--- src/rtl/irqlat_pkg.sv ---
package irqlat_pkg;

    localparam int OFS_W     = 6;
    localparam int BIT_DONE  = 1;
    localparam int BIT_ABORT = 13;

    localparam logic [OFS_W-1:0] OFS_STAT = 6'h10;
    localparam logic [OFS_W-1:0] OFS_REQ  = 6'h14;
    localparam logic [OFS_W-1:0] OFS_EN   = 6'h18;
    localparam logic [OFS_W-1:0] OFS_DET  = 6'h1C;

    typedef enum logic [1:0] {
        VIEW_STAT = 2'd0,
        VIEW_REQ  = 2'd1,
        VIEW_EN   = 2'd2,
        VIEW_DET  = 2'd3
    } view_e;

    typedef struct packed {
        logic  hit;
        view_e view;
    } view_dec_t;

    function automatic view_dec_t decode_ofs(input logic [OFS_W-1:0] ofs);
        view_dec_t d;
        d.hit  = 1'b1;
        d.view = VIEW_STAT;
        case (ofs)
            OFS_STAT: d.view = VIEW_STAT;
            OFS_REQ:  d.view = VIEW_REQ;
            OFS_EN:   d.view = VIEW_EN;
            OFS_DET:  d.view = VIEW_DET;
            default:  d.hit  = 1'b0;
        endcase
        return d;
    endfunction

endpackage

--- src/rtl/irqlat_chan.sv ---
module irqlat_chan
    import irqlat_pkg::*;
#(
    parameter int DW = 32
) (
    input  logic          clk,
    input  logic          rst,
    input  logic [DW-1:0] evt_i,
    input  logic          req_wr_i,
    input  logic          en_wr_i,
    input  logic [DW-1:0] wr_data_i,
    output logic [DW-1:0] status_o,
    output logic [DW-1:0] req_o,
    output logic [DW-1:0] en_o,
    output logic [DW-1:0] det_o,
    output logic          irq_o
);

    localparam logic [DW-1:0] IMPL = (DW'(1) << BIT_DONE) | (DW'(1) << BIT_ABORT);

    logic [DW-1:0] status;
    logic [DW-1:0] clr;
    logic [DW-1:0] req_q;
    logic [DW-1:0] en_q;

    assign status = evt_i & IMPL;
    assign clr    = req_wr_i ? wr_data_i : '0;

    always_ff @(posedge clk) begin
        if (rst) begin
            req_q <= '0;
            en_q  <= '0;
        end else begin
            req_q <= (req_q & ~clr) | status;
            if (en_wr_i)
                en_q <= wr_data_i & IMPL;
        end
    end

    assign status_o = status;
    assign req_o    = req_q;
    assign en_o     = en_q;
    assign det_o    = req_q & en_q;
    assign irq_o    = |det_o;


    evt_set_chk: assert property (@(posedge clk) disable iff (rst)
        (|status) |=> ((req_q & $past(status)) == $past(status)));


    w1c_chk: assert property (@(posedge clk) disable iff (rst)
        req_wr_i |=> ((req_q & $past(wr_data_i & ~status)) == '0));


    hold_chk: assert property (@(posedge clk) disable iff (rst)
        !req_wr_i |=> (($past(req_q) & ~req_q) == '0));


    race_chk: assert property (@(posedge clk) disable iff (rst)
        (req_wr_i && |(wr_data_i & status))
        |=> ((req_q & $past(wr_data_i & status)) == $past(wr_data_i & status)));


    en_hold_chk: assert property (@(posedge clk) disable iff (rst)
        !en_wr_i |=> (en_q == $past(en_q)));


    irq_src_chk: assert property (@(posedge clk) disable iff (rst)
        irq_o |-> (req_q != '0 && en_q != '0));


    abort_vis_chk: assert property (@(posedge clk) disable iff (rst)
        (status[BIT_ABORT] && !en_q[BIT_ABORT] && !en_wr_i)
        |=> (req_q[BIT_ABORT] && !det_o[BIT_ABORT]));

endmodule

--- src/rtl/irqlat_regif.sv ---
module irqlat_regif
    import irqlat_pkg::*;
#(
    parameter int NCH  = 4,
    parameter int DW   = 32,
    parameter int CH_W = 2,
    parameter int AW   = CH_W + OFS_W
) (
    input  logic              clk,
    input  logic              rst,
    input  logic              wr_en,
    input  logic [AW-1:0]     wr_addr,
    input  logic              rd_en,
    input  logic [AW-1:0]     rd_addr,
    input  logic [NCH*DW-1:0] status_i,
    input  logic [NCH*DW-1:0] req_i,
    input  logic [NCH*DW-1:0] en_i,
    input  logic [NCH*DW-1:0] det_i,
    output logic [NCH-1:0]    req_wr_o,
    output logic [NCH-1:0]    en_wr_o,
    output logic [DW-1:0]     rd_data
);

    logic [CH_W-1:0] wr_ch;
    logic [CH_W-1:0] rd_ch;
    view_dec_t       wr_dec;
    view_dec_t       rd_dec;
    logic [DW-1:0]   rd_mux;

    assign wr_ch  = wr_addr[AW-1:OFS_W];
    assign rd_ch  = rd_addr[AW-1:OFS_W];
    assign wr_dec = decode_ofs(wr_addr[OFS_W-1:0]);
    assign rd_dec = decode_ofs(rd_addr[OFS_W-1:0]);

    for (genvar c = 0; c < NCH; c++) begin : g_wr
        logic sel;
        assign sel         = wr_en && wr_dec.hit && (wr_ch == CH_W'(c));
        assign req_wr_o[c] = sel && (wr_dec.view == VIEW_REQ);
        assign en_wr_o[c]  = sel && (wr_dec.view == VIEW_EN);
    end

    always_comb begin
        rd_mux = '0;
        for (int c = 0; c < NCH; c++) begin
            if (rd_dec.hit && (rd_ch == CH_W'(c))) begin
                case (rd_dec.view)
                    VIEW_STAT: rd_mux = status_i[c*DW +: DW];
                    VIEW_REQ:  rd_mux = req_i[c*DW +: DW];
                    VIEW_EN:   rd_mux = en_i[c*DW +: DW];
                    default:   rd_mux = det_i[c*DW +: DW];
                endcase
            end
        end
    end

    always_ff @(posedge clk) begin
        if (rst)
            rd_data <= '0;
        else if (rd_en)
            rd_data <= rd_mux;
    end


    rd_hold_chk: assert property (@(posedge clk) disable iff (rst)
        !rd_en |=> $stable(rd_data));


    wr_onehot_chk: assert property (@(posedge clk) disable iff (rst)
        $onehot0(req_wr_o | en_wr_o));

endmodule

--- src/rtl/irqlat_share.sv ---
module irqlat_share #(
    parameter int NCH         = 4,
    parameter int CH_PER_LINE = 2,
    parameter int NLINE       = (NCH + CH_PER_LINE - 1) / CH_PER_LINE
) (
    input  logic [NCH-1:0]   irq_ch_i,
    output logic [NLINE-1:0] irq_line_o
);

    for (genvar l = 0; l < NLINE; l++) begin : g_line
        always_comb begin
            irq_line_o[l] = 1'b0;
            for (int k = 0; k < CH_PER_LINE; k++) begin
                if (l*CH_PER_LINE + k < NCH)
                    irq_line_o[l] = irq_line_o[l] | irq_ch_i[l*CH_PER_LINE + k];
            end
        end
    end

endmodule

--- src/rtl/irqlat_top.sv ---
module irqlat_top
    import irqlat_pkg::*;
#(
    parameter int NCH         = 4,
    parameter int DW          = 32,
    parameter int CH_PER_LINE = 2,
    parameter int CH_W        = (NCH > 1) ? $clog2(NCH) : 1,
    parameter int AW          = CH_W + OFS_W,
    parameter int NLINE       = (NCH + CH_PER_LINE - 1) / CH_PER_LINE
) (
    input  logic              clk,
    input  logic              rst,
    input  logic [NCH*DW-1:0] evt_i,
    input  logic              wr_en,
    input  logic [AW-1:0]     wr_addr,
    input  logic [DW-1:0]     wr_data,
    input  logic              rd_en,
    input  logic [AW-1:0]     rd_addr,
    output logic [DW-1:0]     rd_data,
    output logic [NCH-1:0]    irq_ch_o,
    output logic [NLINE-1:0]  irq_line_o
);

    logic [NCH*DW-1:0] status_w;
    logic [NCH*DW-1:0] req_w;
    logic [NCH*DW-1:0] en_w;
    logic [NCH*DW-1:0] det_w;
    logic [NCH-1:0]    req_wr_w;
    logic [NCH-1:0]    en_wr_w;

    irqlat_regif #(.NCH(NCH), .DW(DW), .CH_W(CH_W), .AW(AW)) u_regif (
        .clk      (clk),
        .rst      (rst),
        .wr_en    (wr_en),
        .wr_addr  (wr_addr),
        .rd_en    (rd_en),
        .rd_addr  (rd_addr),
        .status_i (status_w),
        .req_i    (req_w),
        .en_i     (en_w),
        .det_i    (det_w),
        .req_wr_o (req_wr_w),
        .en_wr_o  (en_wr_w),
        .rd_data  (rd_data)
    );

    for (genvar c = 0; c < NCH; c++) begin : g_ch
        irqlat_chan #(.DW(DW)) u_chan (
            .clk       (clk),
            .rst       (rst),
            .evt_i     (evt_i[c*DW +: DW]),
            .req_wr_i  (req_wr_w[c]),
            .en_wr_i   (en_wr_w[c]),
            .wr_data_i (wr_data),
            .status_o  (status_w[c*DW +: DW]),
            .req_o     (req_w[c*DW +: DW]),
            .en_o      (en_w[c*DW +: DW]),
            .det_o     (det_w[c*DW +: DW]),
            .irq_o     (irq_ch_o[c])
        );
    end

    irqlat_share #(.NCH(NCH), .CH_PER_LINE(CH_PER_LINE), .NLINE(NLINE)) u_share (
        .irq_ch_i   (irq_ch_o),
        .irq_line_o (irq_line_o)
    );


    line_agree_chk: assert property (@(posedge clk) disable iff (rst)
        (|irq_ch_o) == (|irq_line_o));


    rst_quiet_chk: assert property (@(posedge clk)
        $past(rst) |-> (irq_ch_o == '0 && irq_line_o == '0));

endmodule

--- config.mk ---
export PLATFORM = sky130hd
export DESIGN_NAME = irqlat_top
export DESIGN_NICKNAME = d
export VERILOG_FILES = /design/src/rtl/irqlat_pkg.sv /design/src/rtl/irqlat_chan.sv /design/src/rtl/irqlat_regif.sv /design/src/rtl/irqlat_share.sv /design/src/rtl/irqlat_top.sv
export SDC_FILE = /design/constraint.sdc
export NUM_CORES = 1
export LEC_CHECK = 0
export CORE_MARGIN = 3
export CORE_UTILIZATION = 45
export DETAILED_ROUTE_END_ITERATION = 10
export PLACE_DENSITY = 0.76
export SLEW_MARGIN = 20
export SYNTH_ARGS = -nofsm -noshare
export SYNTH_HDL_FRONTEND = slang
export SYNTH_SLANG_ARGS = --single-unit
--- constraint.sdc ---
create_clock -name clk -period 3 [get_ports clk]
set_clock_uncertainty 0.15 [all_clocks]
set_input_delay 0.6 -clock clk [delete_from_list [all_inputs] [get_ports clk]]
set_output_delay 0.6 -clock clk [all_outputs]
set_load 0.05 [all_outputs]
==> flow_metrics.tcl, run 1 <==
set metrics [dict create \
    syn-mean-instance-area_sq_um 8.60 \
    place.port_buffers 97 \
    rows 44 \
    synth.distinct_cells 36 \
    place_hpwl_microns 10800 \
    insertedDiodeCount 0 \
    setup_viol_count_final 0 \
    combPwrFrac_pct 6.1 \
    final_layout_size_suffix_gt1_share_pct 7.99 \
    drt-wirelength-per-cell_microns 16.0 \
    ctsLongestPathBuffers 2 \
    clock_sink_count 168 \
    layout.filler_cells 1294 \
    slew_viol_final 0 \
    worst_slew_margin_rel_pct 56.4 \
    grt_setup_unrepaired "false" \
    clock_latency_ns 0.43 \
    cts_made_buffers 17 \
    crit_required_ns 2.25 \
    synth_instances 796 \
    final_clock_period_utilization_by_the_worst_path_pct 92.3 \
    wire_length_of_the_first_global_routing_pass_microns 28000 \
    synthesis_to_layout_area_growth_pct 26.1 \
    vdd.ir_drop.worst_uv 443 \
    timing.setup.critical_path_class "reg2out" \
    max_clock_freq_mhz 361 \
    mappedNetlistNets 976 \
    postSynthRegisterBits 168 \
    critical_path.startpoint_type "flop" \
    number_of_antenna_violations_at_the_first_check_in_global_routing 0 \
    cts_htree_levels 4 \
    setup-tns-final_ns 0 \
    power.static_leakage_nw 3.22 \
    via_per_inst 5.40 \
    multi_input_area_sq_mm 0.00316 \
    io-pin-count 218 \
    critPathMaxFanout 2 \
    detailed_place.area_sq_mm 0.00800 \
    min_path_cells 2 \
    clk_transition_reported_paths_ns 0.06 \
    layout_commonest_cell "sky130_fd_sc_hd__dfxtp_1" \
    dieHeight_microns 129 \
    status "completed" \
    cellPowerDensity_mw_per_mm2 566 \
    ff_latch_area_sq_mm 0.00336 \
    mostFrequentLayoutCells "168 x sky130_fd_sc_hd__dfxtp_1, 164 x sky130_fd_sc_hd__a21oi_1, 126 x sky130_fd_sc_hd__nand2b_1" \
    p_int_mw 3.80 \
    global_route.overflow_total 0 \
    drc 0 \
    final.min_clock_period_ns 2.77 \
    synth-warning-count 0 \
    max_slew.worst_pin.slew_ns 0.654 \
    globalplace.congestion 0.832 \
    cts_setup_buffers 0 \
    floorplan.initialDensity_pct 46.6 \
    detail_route.iter0.violations 559 \
    finish.net_count 1056 \
    synth_area_sq_mm 0.00685 \
    die_w_microns 129 \
    max-cap-violations 0 \
    finalHoldViolations 0 \
    grt.total_usage_pct 21.1 \
    post_cts_resized 0 \
    p_sw_share_pct 22.2 \
    root_buffer "sky130_fd_sc_hd__clkbuf_16" \
    finish.instance_area_sq_mm 0.00864 \
    grt_pass1_vias 5549 \
    drt_pass1_iterations 5 \
    synth_seq_area_share_pct 49.1 \
    core_area_sq_mm 0.0147 \
    p_sw_mw 1.08 \
    totalWireLength_microns 17100 \
    r2r_cells 4 \
    postRouteAntennaNets 0 \
    route.vias.total 5797 \
    timing.critical_path.to_type "output port" \
    design.die.area_sq_mm 0.0167 \
    cts_tree "yes" \
    crit_arrival_ns 2.02 \
    power.sequential.fraction_pct 45.9 \
    power_frac_clock_pct 47.9 \
    grt_start_max_net_pins 68 \
    cts-hold-fix-buffers 0 \
    min_path_type "reg2reg" \
]
synthesized netlist by cell type, drive strengths merged:
library cell | n | share of area [%]
o21ai | 33 | 2.4
nand3b | 2 | 0.22
or2 | 4 | 0.37
o311ai | 1 | 0.13
nand2 | 44 | 2.4
a21oi | 164 | 12
a31oi | 1 | 0.091
o211ai | 1 | 0.11
nand4 | 1 | 0.091
o221ai | 2 | 0.26
a211oi | 29 | 3.2
a22oi | 1 | 0.11
nor4b | 2 | 0.69
dfxtp | 168 | 49
mux2 | 1 | 0.16
nor4 | 5 | 1.3
buf | 17 | 1.8
nand2b | 126 | 12
or4b | 1 | 0.20
o2111ai | 2 | 0.26
nor2 | 54 | 3.0
clkbuf | 44 | 2.4
o32ai | 1 | 0.13
and2 | 29 | 2.6
a2111oi | 1 | 0.13
mux2i | 8 | 1.2
nor3 | 30 | 2.2
o22ai | 5 | 0.46
o31ai | 1 | 0.11
inv | 10 | 0.55
nand3 | 4 | 0.29
and3b | 1 | 0.13
a221o | 1 | 0.15
a22o | 2 | 0.26
routing by layer:
layer  up-vias  share of wire [%]  global-route usage [%]
met1      2713                 46                    28.2
met3        17                6.1                    5.28
met5         -                  0                       0
met4         0               0.91                    5.44
li1       2888                  -                       -
met2       179                 46                    34.3
registers in the layout (all words and copies together), names as in the netlist:
| name | flops |
|---|---|
| u_regif.rd_data | 32 |
| g_ch.u_chan.req_o | 128 |
| g_ch.u_chan.en_o | 8 |
critical path, cell delays in order (launching register included):
cell	delay, ns
sky130_fd_sc_hd__dfxtp_1	0.33
sky130_fd_sc_hd__inv_1	0.06
sky130_fd_sc_hd__o21ai_0	0.26
sky130_fd_sc_hd__or2_2	0.16
sky130_fd_sc_hd__clkdlybuf4s50_1	0.79
final timing paths:
check | end | slack (ns) | from
setup reg to reg | u_regif.rd_data[13]$_SDFFE_PP0P_ | 1.58 | g_ch[0].u_chan.req_o[13]$_SDFF_PP0_
hold / removal | g_ch[3].u_chan.req_o[16]$_SDFF_PP0_ | 0.29 | g_ch[3].u_chan.req_o[16]$_SDFF_PP0_
setup / recovery | irq_line_o[1] | 0.23 | g_ch[2].u_chan.en_o[1]$_SDFFE_PP0P_
hold reg to reg | g_ch[3].u_chan.req_o[16]$_SDFF_PP0_ | 0.29 | g_ch[3].u_chan.req_o[16]$_SDFF_PP0_
area by class of cell:
type	instances	share of cell area, %
clock buffers	19	5.13
clock inverters	13	2.25
inverters	10	0.435
multi-input cells	557	36.6
flip-flops and latches	168	38.9
well taps	184	2.67
repair buffers	122	14.0
power by group through the flow:
stage	Combinational [mW]	Clock, mW	Sequential, mW
global placement	0.293	0	2.29
CTS	0.297	2.38	2.24
finish	0.299	2.34	2.24
detailed placement	0.294	0	2.29
global route	0.322	2.47	2.24
floorplan	0.138	0	2.30
stage by stage:
step / cells / setup WS [ns] / hold slack [ns] / power (mW) / util, %
2_1_floorplan: 796 / 0.853 / 0.272 / 2.44 / -
3_3_place_gp: 1041 / 0.303 / 0.279 / 2.59 / 54.4
3_5_place_dp: 1041 / 0.227 / 0.282 / 2.59 / 54.4
4_1_cts: 1073 / 0.189 / 0.295 / 4.92 / 58.8
5_1_grt: 1073 / 0.145 / 0.306 / 5.04 / 58.8
6_report: 1073 / 0.230 / 0.292 / 4.89 / 58.8
cell families after synthesis:
| group | share of synthesized area, % |
|---|---|
| mux | 1.33 |
| buf+inv | 4.77 |
| compound gates | 19.7 |
| flops | 49.1 |
| simple gates | 25.0 |
(Power assumes the default switching activity.)
==> inputs of run 2 (changes only) <==
--- a/config.mk
+++ b/config.mk
@@ -8,7 +8,7 @@
 export CORE_MARGIN = 3
 export CORE_UTILIZATION = 45
 export DETAILED_ROUTE_END_ITERATION = 10
-export PLACE_DENSITY = 0.76
+export PLACE_DENSITY = 0.85
 export SLEW_MARGIN = 20
 export SYNTH_ARGS = -nofsm -noshare
 export SYNTH_HDL_FRONTEND = slang
==> flow_metrics.tcl, run 2 (same netlist as run 1, synthesis figures left out) <==
set metrics [dict create \
    cts-hold-fix-buffers 0 \
    drt-wirelength-per-cell_microns 16.2 \
    min_path_type "reg2reg" \
    root_buffer "sky130_fd_sc_hd__clkbuf_16" \
    globalplace.congestion 0.850 \
    status "completed" \
    r2r-end "u_regif.rd_data[1]$_SDFFE_PP0P_" \
    floorplan.initialDensity_pct 46.6 \
    finalHoldViolations 0 \
    grt_setup_unrepaired "false" \
    max-cap-violations 0 \
    wire_length_of_the_first_global_routing_pass_microns 28300 \
    worstSetupEndpoint "irq_line_o[1]" \
    combPwrFrac_pct 6.4 \
    timing.setup.critical_path_class "reg2out" \
    cellPowerDensity_mw_per_mm2 547 \
    startpoint "g_ch[2].u_chan.en_o[1]$_SDFFE_PP0P_" \
    die_w_microns 129 \
    place_hpwl_microns 11200 \
    cts_made_buffers 17 \
    grt.total_usage_pct 21.2 \
    place.port_buffers 97 \
    route.vias.total 5959 \
    final_layout_size_suffix_gt1_share_pct 7.67 \
    final.min_clock_period_ns 2.78 \
    detail_route.iter0.violations 559 \
    drc 0 \
    drt_pass1_iterations 5 \
    critPathMaxFanout 2 \
    power_frac_clock_pct 45.8 \
    io-pin-count 218 \
    p_sw_share_pct 21.7 \
    p_int_mw 3.68 \
    crit_required_ns 2.25 \
    final_clock_period_utilization_by_the_worst_path_pct 92.8 \
    core_area_sq_mm 0.0147 \
    post_cts_resized 0 \
    clock_latency_ns 0.43 \
    mostFrequentLayoutCells "168 x sky130_fd_sc_hd__dfxtp_1, 164 x sky130_fd_sc_hd__a21oi_1, 126 x sky130_fd_sc_hd__nand2b_1" \
    cts_htree_levels 4 \
    regToRegSetupSlack_ns 1.57 \
    design.die.area_sq_mm 0.0167 \
    critical_path.startpoint_type "flop" \
    global_route.overflow_total 0 \
    number_of_antenna_violations_at_the_first_check_in_global_routing 1 \
    max_slew.worst_pin.slew_ns 0.683 \
    timing.rr.start "g_ch[3].u_chan.en_o[1]$_SDFFE_PP0P_" \
    p_sw_mw 1.02 \
    dieHeight_microns 129 \
    via_per_inst 5.56 \
    setup-tns-final_ns 0 \
    layout.filler_cells 1241 \
    crit_arrival_ns 2.03 \
    insertedDiodeCount 0 \
    ctsLongestPathBuffers 2 \
    setup_viol_count_final 0 \
    power.static_leakage_nw 3.21 \
    min_path_cells 2 \
    clk_transition_reported_paths_ns 0.06 \
    largest_reg_flops 128 \
    grt_pass1_vias 5690 \
    max_clock_freq_mhz 359 \
    vdd.ir_drop.worst_uv 362 \
    clock_sink_count 168 \
    cts_setup_buffers 0 \
    grt_start_max_net_pins 83 \
    finish.net_count 1057 \
    rows 44 \
    r2r_cells 4 \
    slew_viol_final 0 \
    worst_slew_margin_rel_pct 54.5 \
    cts_tree "yes" \
    synthesis_to_layout_area_growth_pct 25.4 \
    timing.critical_path.to_type "output port" \
    totalWireLength_microns 17400 \
    postRouteAntennaNets 0 \
    power.sequential.fraction_pct 47.8 \
    power.total_mw 4.70 \
    layout_commonest_cell "sky130_fd_sc_hd__dfxtp_1" \
]
==> run 2: cell types whose count changed in the layout (fill, tap and decap cells not counted), sizes merged <==
cell           delta
clkbuf            +3
clkdlybuf4s50     +1
clkinvlp          -2
inv               -3
bufinv            -2
clkinv            +1
==> run 2: worst min path at each step <==
stage                                          endpoint  slack, ns                                start
finish              g_ch[1].u_chan.req_o[20]$_SDFF_PP0_       0.29  g_ch[1].u_chan.req_o[20]$_SDFF_PP0_
global route         g_ch[1].u_chan.req_o[8]$_SDFF_PP0_       0.31   g_ch[1].u_chan.req_o[8]$_SDFF_PP0_
detailed placement   g_ch[1].u_chan.req_o[8]$_SDFF_PP0_       0.28   g_ch[1].u_chan.req_o[8]$_SDFF_PP0_
floorplan            g_ch[1].u_chan.req_o[0]$_SDFF_PP0_       0.27   g_ch[1].u_chan.req_o[0]$_SDFF_PP0_
global placement    g_ch[1].u_chan.req_o[15]$_SDFF_PP0_       0.28  g_ch[1].u_chan.req_o[15]$_SDFF_PP0_
CTS                 g_ch[1].u_chan.req_o[22]$_SDFF_PP0_       0.30  g_ch[1].u_chan.req_o[22]$_SDFF_PP0_
==> run 2: per-stage QoR <==
stage          instance area, sq um  utilization, %  instances  setup WS, ns  hold WS (ns)
6_report                       8590            58.4       1071         0.217         0.292
5_1_grt                        8590            58.4       1071         0.149         0.311
4_1_cts                        8590            58.4       1071         0.177         0.295
3_5_place_dp                   8010            54.5       1042         0.190         0.283
3_3_place_gp                   8010            54.5       1042         0.193         0.280
2_1_floorplan                  6850               -        796         0.853         0.272
==> run 2: critical path, stage by stage, from the launching register on <==
cell and delay [ns]:
sky130_fd_sc_hd__dfxtp_1 0.33, sky130_fd_sc_hd__inv_1 0.06, sky130_fd_sc_hd__o21ai_0 0.26, sky130_fd_sc_hd__or2_2 0.17
sky130_fd_sc_hd__clkdlybuf4s50_1 0.79
==> run 2: layout make-up <==
type,count,area (sq um),share of cell area [%]
Sequential cell,168,3360,39.1
Multi-Input combinational cell,557,3160,36.8
Timing Repair Buffer,123,1220,14.2
Clock buffer,22,484,5.64
Tap cell,184,230,2.68
Clock inverter,7,95.1,1.11
Inverter,10,37.5,0.437
==> run 2: layer usage <==
layer	part of all wire, %	GRT usage (%)
met1	45	27.6
met4	1.4	6.73
met3	6.8	5.44
met2	47	34.5
met5	0.069	0
==> run 2: power groups by stage <==
stage | combinational, mW | sequential, mW | clock, mW
2_1_floorplan | 0.138 | 2.30 | 0
3_3_place_gp | 0.295 | 2.29 | 0
3_5_place_dp | 0.296 | 2.29 | 0
4_1_cts | 0.299 | 2.25 | 2.18
5_1_grt | 0.323 | 2.24 | 2.27
6_report | 0.301 | 2.25 | 2.15
==> inputs of run 3 (changes only) <==
--- a/config.mk
+++ b/config.mk
@@ -9,6 +9,7 @@
 export CORE_UTILIZATION = 45
 export DETAILED_ROUTE_END_ITERATION = 10
 export PLACE_DENSITY = 0.85
+export SKIP_CTS_REPAIR_TIMING = 1
 export SLEW_MARGIN = 20
 export SYNTH_ARGS = -nofsm -noshare
 export SYNTH_HDL_FRONTEND = slang
==> results of run 3 <==
No change in the layout: final DEF, timing and power equal those of run 2.
